<file path="src/rtl/scp_pkg.sv">
package scp_pkg;
  localparam int REG_W  = 32;
  localparam int ADDR_W = 5;
  localparam int IDX_W  = $clog2(REG_W);

  typedef enum logic { PH_CMD, PH_DATA } phase_t;

  // byte length of a register: mapped addresses cycle 1,2,4 bytes
  function automatic int reg_bytes(input logic [ADDR_W-1:0] a, input int nregs);
    int ai;
    ai = int'(a);
    if (ai < nregs) return 1 << (ai % 3);
    return 1;
  endfunction
endpackage

</file>
<file path="src/rtl/scp_update_qual.sv">
module scp_update_qual #(
  parameter int MIN_CYC = 2
) (
  input  logic clk,
  input  logic rst_n,
  input  logic upd_i,
  output logic commit_o
);
  localparam int CW = $clog2(MIN_CYC + 1);
  localparam logic [CW-1:0] SAT  = CW'(MIN_CYC);
  localparam logic [CW-1:0] FIRE = CW'(MIN_CYC - 1);

  logic [CW-1:0] hi_cnt_q;

  always_ff @(posedge clk or negedge rst_n) begin
    if (!rst_n)                hi_cnt_q <= '0;
    else if (!upd_i)           hi_cnt_q <= '0;
    else if (hi_cnt_q != SAT)  hi_cnt_q <= hi_cnt_q + 1'b1;
  end

  // fires once, on the MIN_CYC-th consecutive high sample
  assign commit_o = upd_i && (hi_cnt_q == FIRE);
endmodule

</file>
<file path="src/rtl/scp_regfile.sv">
module scp_regfile
  import scp_pkg::*;
#(
  parameter int NREGS = 4
) (
  input  logic                    clk,
  input  logic                    rst_n,
  input  logic                    wr_en,
  input  logic [ADDR_W-1:0]       wr_addr,
  input  logic [REG_W-1:0]        wr_data,
  input  logic                    commit,
  input  logic [ADDR_W-1:0]       rd_addr,
  output logic [REG_W-1:0]        rd_data,
  output logic [NREGS*REG_W-1:0]  active_flat
);
  logic [REG_W-1:0] act_arr [NREGS];

  for (genvar g = 0; g < NREGS; g++) begin : g_reg
    localparam int NB = reg_bytes(ADDR_W'(g), NREGS);
    localparam logic [REG_W-1:0] MASK =
      (NB >= 4) ? {REG_W{1'b1}} : REG_W'((64'd1 << (8 * NB)) - 64'd1);

    logic [REG_W-1:0] shadow_q;
    logic [REG_W-1:0] active_q;

    always_ff @(posedge clk or negedge rst_n) begin
      if (!rst_n) begin
        shadow_q <= '0;
        active_q <= '0;
      end else begin
        if (wr_en && (wr_addr == ADDR_W'(g))) shadow_q <= wr_data & MASK;
        if (commit)                            active_q <= shadow_q;
      end
    end

    assign act_arr[g] = active_q;
    assign active_flat[g*REG_W +: REG_W] = active_q;
  end

  always_comb begin
    rd_data = '0;
    for (int i = 0; i < NREGS; i++)
      if (rd_addr == ADDR_W'(i)) rd_data = act_arr[i];
  end
endmodule

</file>
<file path="src/rtl/scp_serial_fsm.sv">
module scp_serial_fsm
  import scp_pkg::*;
#(
  parameter int NREGS = 4
) (
  input  logic               clk,
  input  logic               rst_n,
  input  logic               sclk,
  input  logic               cs_n,
  input  logic               sdi,
  input  logic               abort,
  input  logic               lsb_first,
  input  logic [REG_W-1:0]   rd_data,
  output logic               wr_en,
  output logic [ADDR_W-1:0]  addr_o,
  output logic [REG_W-1:0]   wr_data,
  output logic               dout,
  output logic               dout_en
);
  phase_t            phase_q;
  logic              sclk_q;
  logic [IDX_W-1:0]  cnt_q;
  logic [IDX_W-1:0]  last_q;   // index of final data bit
  logic [7:0]        cmd_q;
  logic [REG_W-1:0]  acc_q;
  logic              rnw_q;
  logic [ADDR_W-1:0] addr_q;
  logic              dout_q;
  logic              oe_q;

  logic              rise, fall, idle;
  logic [2:0]        cmd_pos;
  logic [IDX_W-1:0]  data_pos;
  logic [7:0]        cmd_nxt;
  logic [REG_W-1:0]  acc_nxt;
  logic [IDX_W-1:0]  new_last;

  assign rise = sclk & ~sclk_q;
  assign fall = ~sclk & sclk_q;
  assign idle = cs_n | abort;

  always_comb begin
    cmd_pos  = lsb_first ? cnt_q[2:0] : (3'd7 - cnt_q[2:0]);
    data_pos = lsb_first ? cnt_q : (last_q - cnt_q);
    cmd_nxt  = cmd_q;
    cmd_nxt[cmd_pos] = sdi;
    acc_nxt  = acc_q;
    acc_nxt[data_pos] = sdi;
    new_last = IDX_W'(reg_bytes(cmd_nxt[ADDR_W-1:0], NREGS) * 8 - 1);
  end

  always_ff @(posedge clk or negedge rst_n) begin
    if (!rst_n) begin
      sclk_q  <= 1'b0;
      phase_q <= PH_CMD;
      cnt_q   <= '0;
      last_q  <= '0;
      cmd_q   <= '0;
      acc_q   <= '0;
      rnw_q   <= 1'b0;
      addr_q  <= '0;
      dout_q  <= 1'b0;
      oe_q    <= 1'b0;
    end else begin
      sclk_q <= sclk;
      if (idle) begin
        phase_q <= PH_CMD;
        cnt_q   <= '0;
        oe_q    <= 1'b0;
        dout_q  <= 1'b0;
      end else if (rise) begin
        if (phase_q == PH_CMD) begin
          cmd_q <= cmd_nxt;
          if (cnt_q == IDX_W'(7)) begin
            phase_q <= PH_DATA;
            cnt_q   <= '0;
            last_q  <= new_last;
            rnw_q   <= cmd_nxt[7];
            addr_q  <= cmd_nxt[ADDR_W-1:0];
            acc_q   <= '0;
            oe_q    <= cmd_nxt[7];
          end else begin
            cnt_q <= cnt_q + 1'b1;
          end
        end else begin
          acc_q <= acc_nxt;
          if (cnt_q == last_q) begin
            phase_q <= PH_CMD;
            cnt_q   <= '0;
            oe_q    <= 1'b0;
          end else begin
            cnt_q <= cnt_q + 1'b1;
          end
        end
      end else if (fall && phase_q == PH_DATA && rnw_q) begin
        dout_q <= rd_data[data_pos];
      end
    end
  end

  assign wr_en   = !idle && rise && (phase_q == PH_DATA) && !rnw_q && (cnt_q == last_q);
  assign wr_data = acc_nxt;
  assign addr_o  = addr_q;
  assign dout    = dout_q;
  assign dout_en = oe_q;
endmodule

</file>
<file path="src/rtl/scp_ctrl_port.sv">
module scp_ctrl_port
  import scp_pkg::*;
#(
  parameter int NREGS       = 4,
  parameter int UPD_MIN_CYC = 2
) (
  input  logic                   clk,
  input  logic                   rst_n,
  input  logic                   sclk,
  input  logic                   cs_n,
  input  logic                   sdio_i,
  output logic                   sdio_o,
  output logic                   sdio_oe,
  output logic                   sdo_o,
  output logic                   sdo_oe,
  input  logic                   io_abort,
  input  logic                   io_update,
  output logic [NREGS*REG_W-1:0] active_o
);
  logic              wr_en, commit, dout, dout_en;
  logic [ADDR_W-1:0] addr;
  logic [REG_W-1:0]  wr_data, rd_data;
  logic              lsb_first, two_wire;

  assign lsb_first = active_o[0];
  assign two_wire  = active_o[1];

  scp_serial_fsm #(.NREGS(NREGS)) u_fsm (
    .clk(clk), .rst_n(rst_n), .sclk(sclk), .cs_n(cs_n), .sdi(sdio_i),
    .abort(io_abort), .lsb_first(lsb_first), .rd_data(rd_data),
    .wr_en(wr_en), .addr_o(addr), .wr_data(wr_data),
    .dout(dout), .dout_en(dout_en)
  );

  scp_update_qual #(.MIN_CYC(UPD_MIN_CYC)) u_upd (
    .clk(clk), .rst_n(rst_n), .upd_i(io_update), .commit_o(commit)
  );

  scp_regfile #(.NREGS(NREGS)) u_regs (
    .clk(clk), .rst_n(rst_n), .wr_en(wr_en), .wr_addr(addr), .wr_data(wr_data),
    .commit(commit), .rd_addr(addr), .rd_data(rd_data), .active_flat(active_o)
  );

  assign sdio_o  = two_wire & dout;
  assign sdio_oe = two_wire & dout_en;
  assign sdo_o   = ~two_wire & dout;
  assign sdo_oe  = ~two_wire & dout_en;
endmodule

</file>
<file path="config.mk">
export PLATFORM = sky130hd
export DESIGN_NAME = scp_ctrl_port
export DESIGN_NICKNAME = d
export VERILOG_FILES = /design/src/rtl/scp_pkg.sv /design/src/rtl/scp_update_qual.sv /design/src/rtl/scp_regfile.sv /design/src/rtl/scp_serial_fsm.sv /design/src/rtl/scp_ctrl_port.sv
export SDC_FILE = /design/constraint.sdc
export NUM_CORES = 1
export LEC_CHECK = 0
export BUFFER_PORTS_ARGS = -buffer_cell sky130_fd_sc_hd__buf_2
export CORE_ASPECT_RATIO = 2
export CORE_MARGIN = 2
export CORE_UTILIZATION = 45
export DETAILED_ROUTE_END_ITERATION = 6
export HOLD_SLACK_MARGIN = 0.06
export PLACE_DENSITY_LB_ADDON = 0.15
export SYNTH_ARGS = -nofsm -noshare
export SYNTH_HDL_FRONTEND = slang
export SYNTH_SLANG_ARGS = --single-unit
</file>
<file path="constraint.sdc">
create_clock -name clk -period 14.68 [get_ports clk]
set_input_delay 0.734 -clock clk [delete_from_list [all_inputs] [get_ports clk]]
set_output_delay 0.734 -clock clk [all_outputs]
set_load 0.005 [all_outputs]
</file>
==> results of run 1 <==
[state kept, by name (all words and copies together), names as in the netlist]
| register | cells |
|---|---|
| u_fsm.dout_en | 1 |
| u_fsm.last_q | 3 |
| u_fsm.cmd_q | 6 |
| u_fsm.rnw_q | 1 |
| u_fsm.addr_o | 5 |
| u_fsm.phase_q | 1 |
| u_fsm.acc_q | 32 |
| u_upd.hi_cnt_q | 2 |
| u_regs.g.shadow_q | 64 |
| u_fsm.sclk_q | 1 |
| u_fsm.dout | 1 |
| u_regs.g.active_q | 64 |
| u_fsm.cnt_q | 5 |
[synthesized netlist by cell type, types with 10 or more instances]
| cell | n |
|---|---|
| dfrtp_1 | 186 |
| nand2_1 | 176 |
| o21ai_0 | 142 |
| buf_4 | 66 |
| mux2_2 | 65 |
| mux2i_1 | 43 |
| clkbuf_1 | 42 |
| nor2_1 | 38 |
| nand3_1 | 26 |
| a21oi_1 | 25 |
| inv_1 | 16 |
| nor3_1 | 15 |
| ha_1 | 13 |
| a22o_1 | 10 |
[cells in the final DEF, fill, tap and decap left out, types with 15 or more instances in the layout]
| cell type | synthesis | final |
|---|---|---|
| o21ai_0 | 142 | 141 |
| conb_1 | 1 | 64 |
| dfrtp_1 | 186 | 186 |
| clkbuf_16 | 0 | 17 |
| buf_2 | 4 | 73 |
| nor3_1 | 15 | 15 |
| nor2_1 | 38 | 38 |
| mux2_2 | 65 | 65 |
| nand2_1 | 176 | 174 |
| nand3_1 | 26 | 26 |
| inv_1 | 16 | 16 |
| a21oi_1 | 25 | 25 |
| mux2i_1 | 43 | 43 |
[final timing paths]
path | start | cells after the start | slack [ps] | to
hold reg to reg | u_regs.g_reg[2].shadow_q[29] | 2 | 470 | u_regs.g_reg[2].shadow_q[29]
setup / recovery | u_regs.g_reg[0].active_q[0] | 23 | 7560 | u_fsm.last_q[4]
hold / removal | rst_n | 1 | 440 | u_regs.g_reg[1].active_q[6]
max in group asynchronous | rst_n | 2 | 12800 | u_upd.hi_cnt_q[1]
setup reg to reg | u_regs.g_reg[0].active_q[0] | 23 | 7560 | u_fsm.last_q[4]
min in group clk | sclk | 1 | 440 | u_fsm.sclk_q
[routing by layer]
metal	routed length, µm	GRT usage, %	vias up
met5	0	0	-
met4	1130	10.6	0
met3	950	3.85	51
met2	15000	42.8	195
met1	9920	26.7	3751
li1	-	-	3635
[stage by stage]
stage / power, W / utilization (%) / setup WS [ps] / instances / hold slack, ps
after floorplan: 0.000612 / - / 9180 / 1099 / 438
after global placement: 0.000633 / 47.2 / 7710 / 1345 / 458
after detailed placement: 0.000634 / 47.2 / 7610 / 1345 / 466
after CTS: 0.00110 / 49.8 / 7750 / 1374 / 418
after global routing: 0.00113 / 49.8 / 7170 / 1374 / 425
final: 0.00108 / 49.8 / 7560 / 1374 / 439
[final cells by class]
type	instances	area, µm²
multi-input combinational	779	4830
clock buffer	18	439
fill	2120	11000
inverter	18	67.6
sequential	186	4650
timing repair buffer	86	469
clock inverter	11	138
tap	276	345
[report_power, final]
group / internal, W / switching, W
logic: 0.0000360 / 0.0000667
registers: 0.000516 / 0.00000382
clock network: 0.000256 / 0.000204
total: 0.000808 / 0.000275
[logic make-up (layout without fill, tap and decap cells)]
kind of cell / Yosys count / after routing / synth area share [%]
simple gates: 334 / 334 / 15.9
mux: 110 / 110 / 12.1
compound gates: 246 / 246 / 15.1
flops: 186 / 186 / 46.5
fa+ha+maj: 14 / 14 / 1.83
buf+inv: 134 / 133 / 7.63
other cells: 1 / 64 / 0.0375
xor+xnor: 11 / 11 / 0.963
==> impl_metrics.csv, run 1 <==
group,metric,value,unit
run_status,outcome,"complete, no violations",
yosys,syn_avg_cell_area,9.66,µm²
drt,drc,0,
cts,cts_setup_buffers,0,
layout,antenna_cells,0,
drt,drt_iter0_drc,576,
layout,final_area,10900,µm²
job,drv_cap,0,
sta,worst_slew_pin_slew,1090,ps
cts,insertion_delay,440,ps
yosys,synth_top_area_share,46.5,%
cts,hold_buffers,0,
floorplanning,core,22000,µm²
yosys,synth_ff_type,"dfrtp_1",
sta,clock_skew,9.40,ps
setup_path,path_buf_inv,2,
drt,via_count,7632,
sta,period_share,48.5,%
sta,relSlewSlack,27.3,%
grt,grt_max_degree,127,
setup_path,cp_cell_sequence,"nor4b_1 > nor3_1 > nor2_1 > ha_1 > inv_1 > a21oi_1 > a21o_1 > ha_1 > nor2_1 > a22oi_1 > xnor2_1 > ha_1 > inv_1 > nand3_1 > and4b_1 > and3_1 > xnor2_1 > ha_1 > a21oi_1 > nand3_2 > a211o_1 > a221oi_2 > o21ai_1",
drt,ant_nets,0,
grt,grt_pass1_vias,7197,
grt,grt_pass1_wl,41900,µm
yosys,ys_warn_count,0,
pwr,p_leak,5.20,nW
yosys,ys_ff_latch,186,
setup_path,start_kind,"flip-flop",
sta,fin_setup_tns,0,ps
setup_path,cp_max_fo,24,
layout,area_delta_synth_final,9.36,%
setup_path,critical_path.slowest_cell,"nor4b_1",
drt,routed_wl,27000,µm
drt,vias_per_cell,5.55,
grt,track_usage,23.8,%
sta,clock.fmax,140,MHz
cts,cts_resized,0,
setup_path,crit_arrival,7440,ps
floorplanning,die_w,109,µm
yosys,yosysSeqAreaShare,46.5,%
sta,rsz0062_at_grt,"false",
floorplanning,fp.dieArea,23500,µm²
cts,cts.htree.levels,4,
setup_path,end_kind,"flip-flop",
cts,clock_sinks,186,
yosys,yosysTopAreaCell,"dfrtp_1",
floorplanning,io-pin-count,139,
sta,fin_crit,7120,ps
sta,maxSlewViolCount,0,
cts,clockBufferDepth,2,
yosys,async_flop_share,100,%
hold_path,holdCritPathClass,"input pin to async pin",
layout,finalNetCount,1109,
drt,dr.pass1.iters,5,
grt,grt_antenna_before_repair,0,
floorplanning,initial_core_util,45.6,%
pwr,irDropWorstVdd,0.121,mV
yosys,ys_types,83,
yosys,synth_area_leaders,"dfrtp_1, mux2_2, o21ai_0",
setup_path,max_stage_delay,670,ps
placed_design,gp_congestion,0.881,
setup_path,crit_type,"flip-flop to flip-flop",
setup_path,crit_required,15000,ps
cts,numCtsBuffers,17,
setup_path,path_delay_family,"simple AND/OR/NAND/NOR gates",
setup_path,worst_path_most_repeated_cell,"ha_1",
placed_design,postPlaceCellArea,10400,µm²
yosys,mappedNetlistArea,10000,µm²
yosys,synth_edf_count,0,
pwr,powerDensity,99.0,nW/µm²
floorplanning,core.rowCount,77,
floorplanning,die_h,215,µm
placed_design,dp_hpwl,19600,µm
cts,cts_tree,"done",
grt,grt_overflow_total,0,
drt,wl_per_cell,19.6,µm
sta,hold_viol,0,
layout,layout-drive-gt1-share,18.5,%
cts,cts_root_buf,"clkbuf_16",
placed_design,io_buffers,74,
cts,clk_pin_slew_worst_paths,70,ps
sta,setup_viol,0,
yosys,synth_cells,1036,
Note: power is estimated with default switching activity, not from simulation.
==> run 2, diff against run 1 <==
- clock period: 14.68 -> 7.3 ns (I/O delays scaled with it)
==> run 2 against run 1 <==
- critical path type unchanged
- largest power group unchanged
- clock skew up 1.6 ps
- core utilization grew 0.27 points
- worst hold slack got worse by 390 ps
- non-clock buffer count rose by 5
- die area unchanged
- critical path depth unchanged
==> impl_metrics.csv, run 2 (synthesis results as in run 1) <==
group,metric,value,unit
cts,numCtsBuffers,17,
setup_path,path_delay_family,"simple AND/OR/NAND/NOR gates",
sta,clock.fmax,147,MHz
setup_path,max_stage_delay,790,ps
floorplanning,core.rowCount,77,
setup_path,cp.depth,23,
drt,drc,0,
cts,cts_root_buf,"clkbuf_16",
floorplanning,io-pin-count,139,
setup_path,crit_type,"flip-flop to flip-flop",
layout,layout-drive-gt1-share,18.9,%
layout,mostFrequentLayoutCells,"dfrtp_1, nand2_1, o21ai_0, buf_2, mux2_2",
pwr,powerDensity,200,nW/µm²
setup_path,r2r.worst_path.cells,23,
floorplanning,die_w,109,µm
setup_path,path_buf_inv,2,
setup_path,critical_path.slowest_cell,"dfrtp_1",
sta,maxSlewViolCount,0,
grt,grt_overflow_total,0,
grt,track_usage,24.7,%
cts,cts.htree.levels,4,
pwr,p_leak,5.23,nW
sta,worst_hold_slack,47.9,ps
placed_design,io_buffers,74,
cts,insertion_delay,440,ps
grt,grt_pass1_vias,7614,
pwr,irDropWorstVdd,0.198,mV
drt,routed_wl,27800,µm
floorplanning,fp.dieArea,23500,µm²
placed_design,gp_congestion,0.925,
sta,hold_viol,0,
drt,ant_nets,0,
drt,drt_iter0_drc,451,
hold_path,holdCritPathClass,"input pin to async pin",
layout,antenna_cells,0,
sta,worst_slew_pin_slew,1090,ps
sta,setup_viol,0,
cts,clk_pin_slew_worst_paths,70,ps
setup_path,start_kind,"flip-flop",
grt,grt_max_degree,114,
setup_path,cp_max_fo,24,
sta,rsz0062_at_grt,"false",
drt,via_count,7677,
layout,reg_top3,"u_regs.g.active_q x64, u_regs.g.shadow_q x64, u_fsm.acc_q x32",
setup_path,crit_arrival,7100,ps
floorplanning,initial_core_util,45.6,%
setup_path,worst_path_most_repeated_cell,"ha_1",
layout,finalNetCount,1114,
grt,grt_pass1_wl,43400,µm
drt,vias_per_cell,5.55,
cts,clockBufferDepth,2,
sta,fin_crit,6790,ps
grt,grt_antenna_before_repair,0,
cts,clock_sinks,186,
floorplanning,die_h,215,µm
cts,cts_tree,"done",
setup_path,end_kind,"flip-flop",
run_status,outcome,"complete, no violations",
sta,period_share,93.0,%
cts,hold_buffers,1,
layout,layout_commonest_cell,"dfrtp_1",
cts,cts_setup_buffers,0,
cts,cts_resized,0,
sta,clock_skew,11.0,ps
drt,wl_per_cell,20.2,µm
placed_design,dp_hpwl,20000,µm
job,drv_cap,0,
floorplanning,core,22000,µm²
sta,fin_setup_tns,0,ps
sta,relSlewSlack,27.1,%
drt,dr.pass1.iters,7,
setup_path,cp_cell_sequence,"and4bb_1 > or3_1 > nand2_1 > inv_2 > ha_1 > nor3_1 > a21o_1 > ha_1 > nor2_1 > a22oi_1 > xnor2_1 > ha_1 > inv_1 > nand3_1 > and4b_1 > and3_1 > xnor2_1 > ha_1 > a21oi_1 > nand3_2 > a211o_1 > a221oi_2 > o21ai_1",
setup_path,crit_required,7620,ps
layout,area_delta_synth_final,9.95,%
[run 2: cell types whose count changed in the layout (fill, tap and decap cells not counted), moves of 2 or more]
cell and delta:
inv_6 -3, clkinv_2 +2, clkinvlp_4 +2, buf_4 +4
[run 2: per-stage QoR]
stage          cells  utilization [%]  cell area, µm²  worst slack, ps  total power (W)
2_1_floorplan   1099                -           10200             1800          0.00123
3_3_place_gp    1349             47.3           10400              696          0.00128
3_5_place_dp    1349             47.3           10400              614          0.00128
4_1_cts         1382             50.1           11000              614          0.00222
5_1_grt         1382             50.1           11000              120          0.00228
6_report        1382             50.1           11000              513          0.00220
[run 2: final timing paths]
kind	start	end	slack, ps
setup / recovery	u_regs.g_reg[0].active_q[0]	u_fsm.last_q[3]	510
hold / removal	rst_n	u_regs.g_reg[3].shadow_q[6]	50
setup reg to reg	u_regs.g_reg[0].active_q[0]	u_fsm.last_q[3]	510
hold reg to reg	u_regs.g_reg[2].shadow_q[17]	u_regs.g_reg[2].shadow_q[17]	470
max in group asynchronous	rst_n	u_regs.g_reg[2].shadow_q[6]	5720
min in group clk	cs_n	u_fsm.dout	150
[run 2: worst register-to-register path, stage by stage (launching register included)]
cell and delay, ps:
dfrtp_1 790, and4bb_1 320, or3_1 430, nand2_1 260, inv_2 140, ha_1 410, nor3_1 400, a21o_1 160
ha_1 410, nor2_1 150, a22oi_1 430, xnor2_1 220, ha_1 220, inv_1 100, nand3_1 200, and4b_1 480
and3_1 280, xnor2_1 90, ha_1 240, a21oi_1 180, nand3_2 130, a211o_1 300, a221oi_2 260, o21ai_1 90
[run 2: cell type report]
class                           count  area (µm²)
Fill cell                        2138       11000
Multi-Input combinational cell    779        4830
Sequential cell                   186        4650
Timing Repair Buffer               91         509
Clock buffer                       20         457
Tap cell                          276         345
Clock inverter                     12         139
Inverter                           18        67.6
[run 2: layer usage]
| layer | GRT usage, % | wire length [µm] | up-vias |
|---|---|---|---|
| met5 | 0 | 0 | - |
| met4 | 14.2 | 1590 | 0 |
| met3 | 5.31 | 1180 | 76 |
| met2 | 43.1 | 14800 | 196 |
| met1 | 26.9 | 10300 | 3747 |
| li1 | - | - | 3658 |
[run 2: power by group]
| group | switching [W] | internal, W | total [W] |
|---|---|---|---|
| clock network | 0.000411 | 0.000527 | 0.000938 |
| logic | 0.000138 | 0.0000759 | 0.000214 |
| registers | 0.00000781 | 0.00104 | 0.00105 |
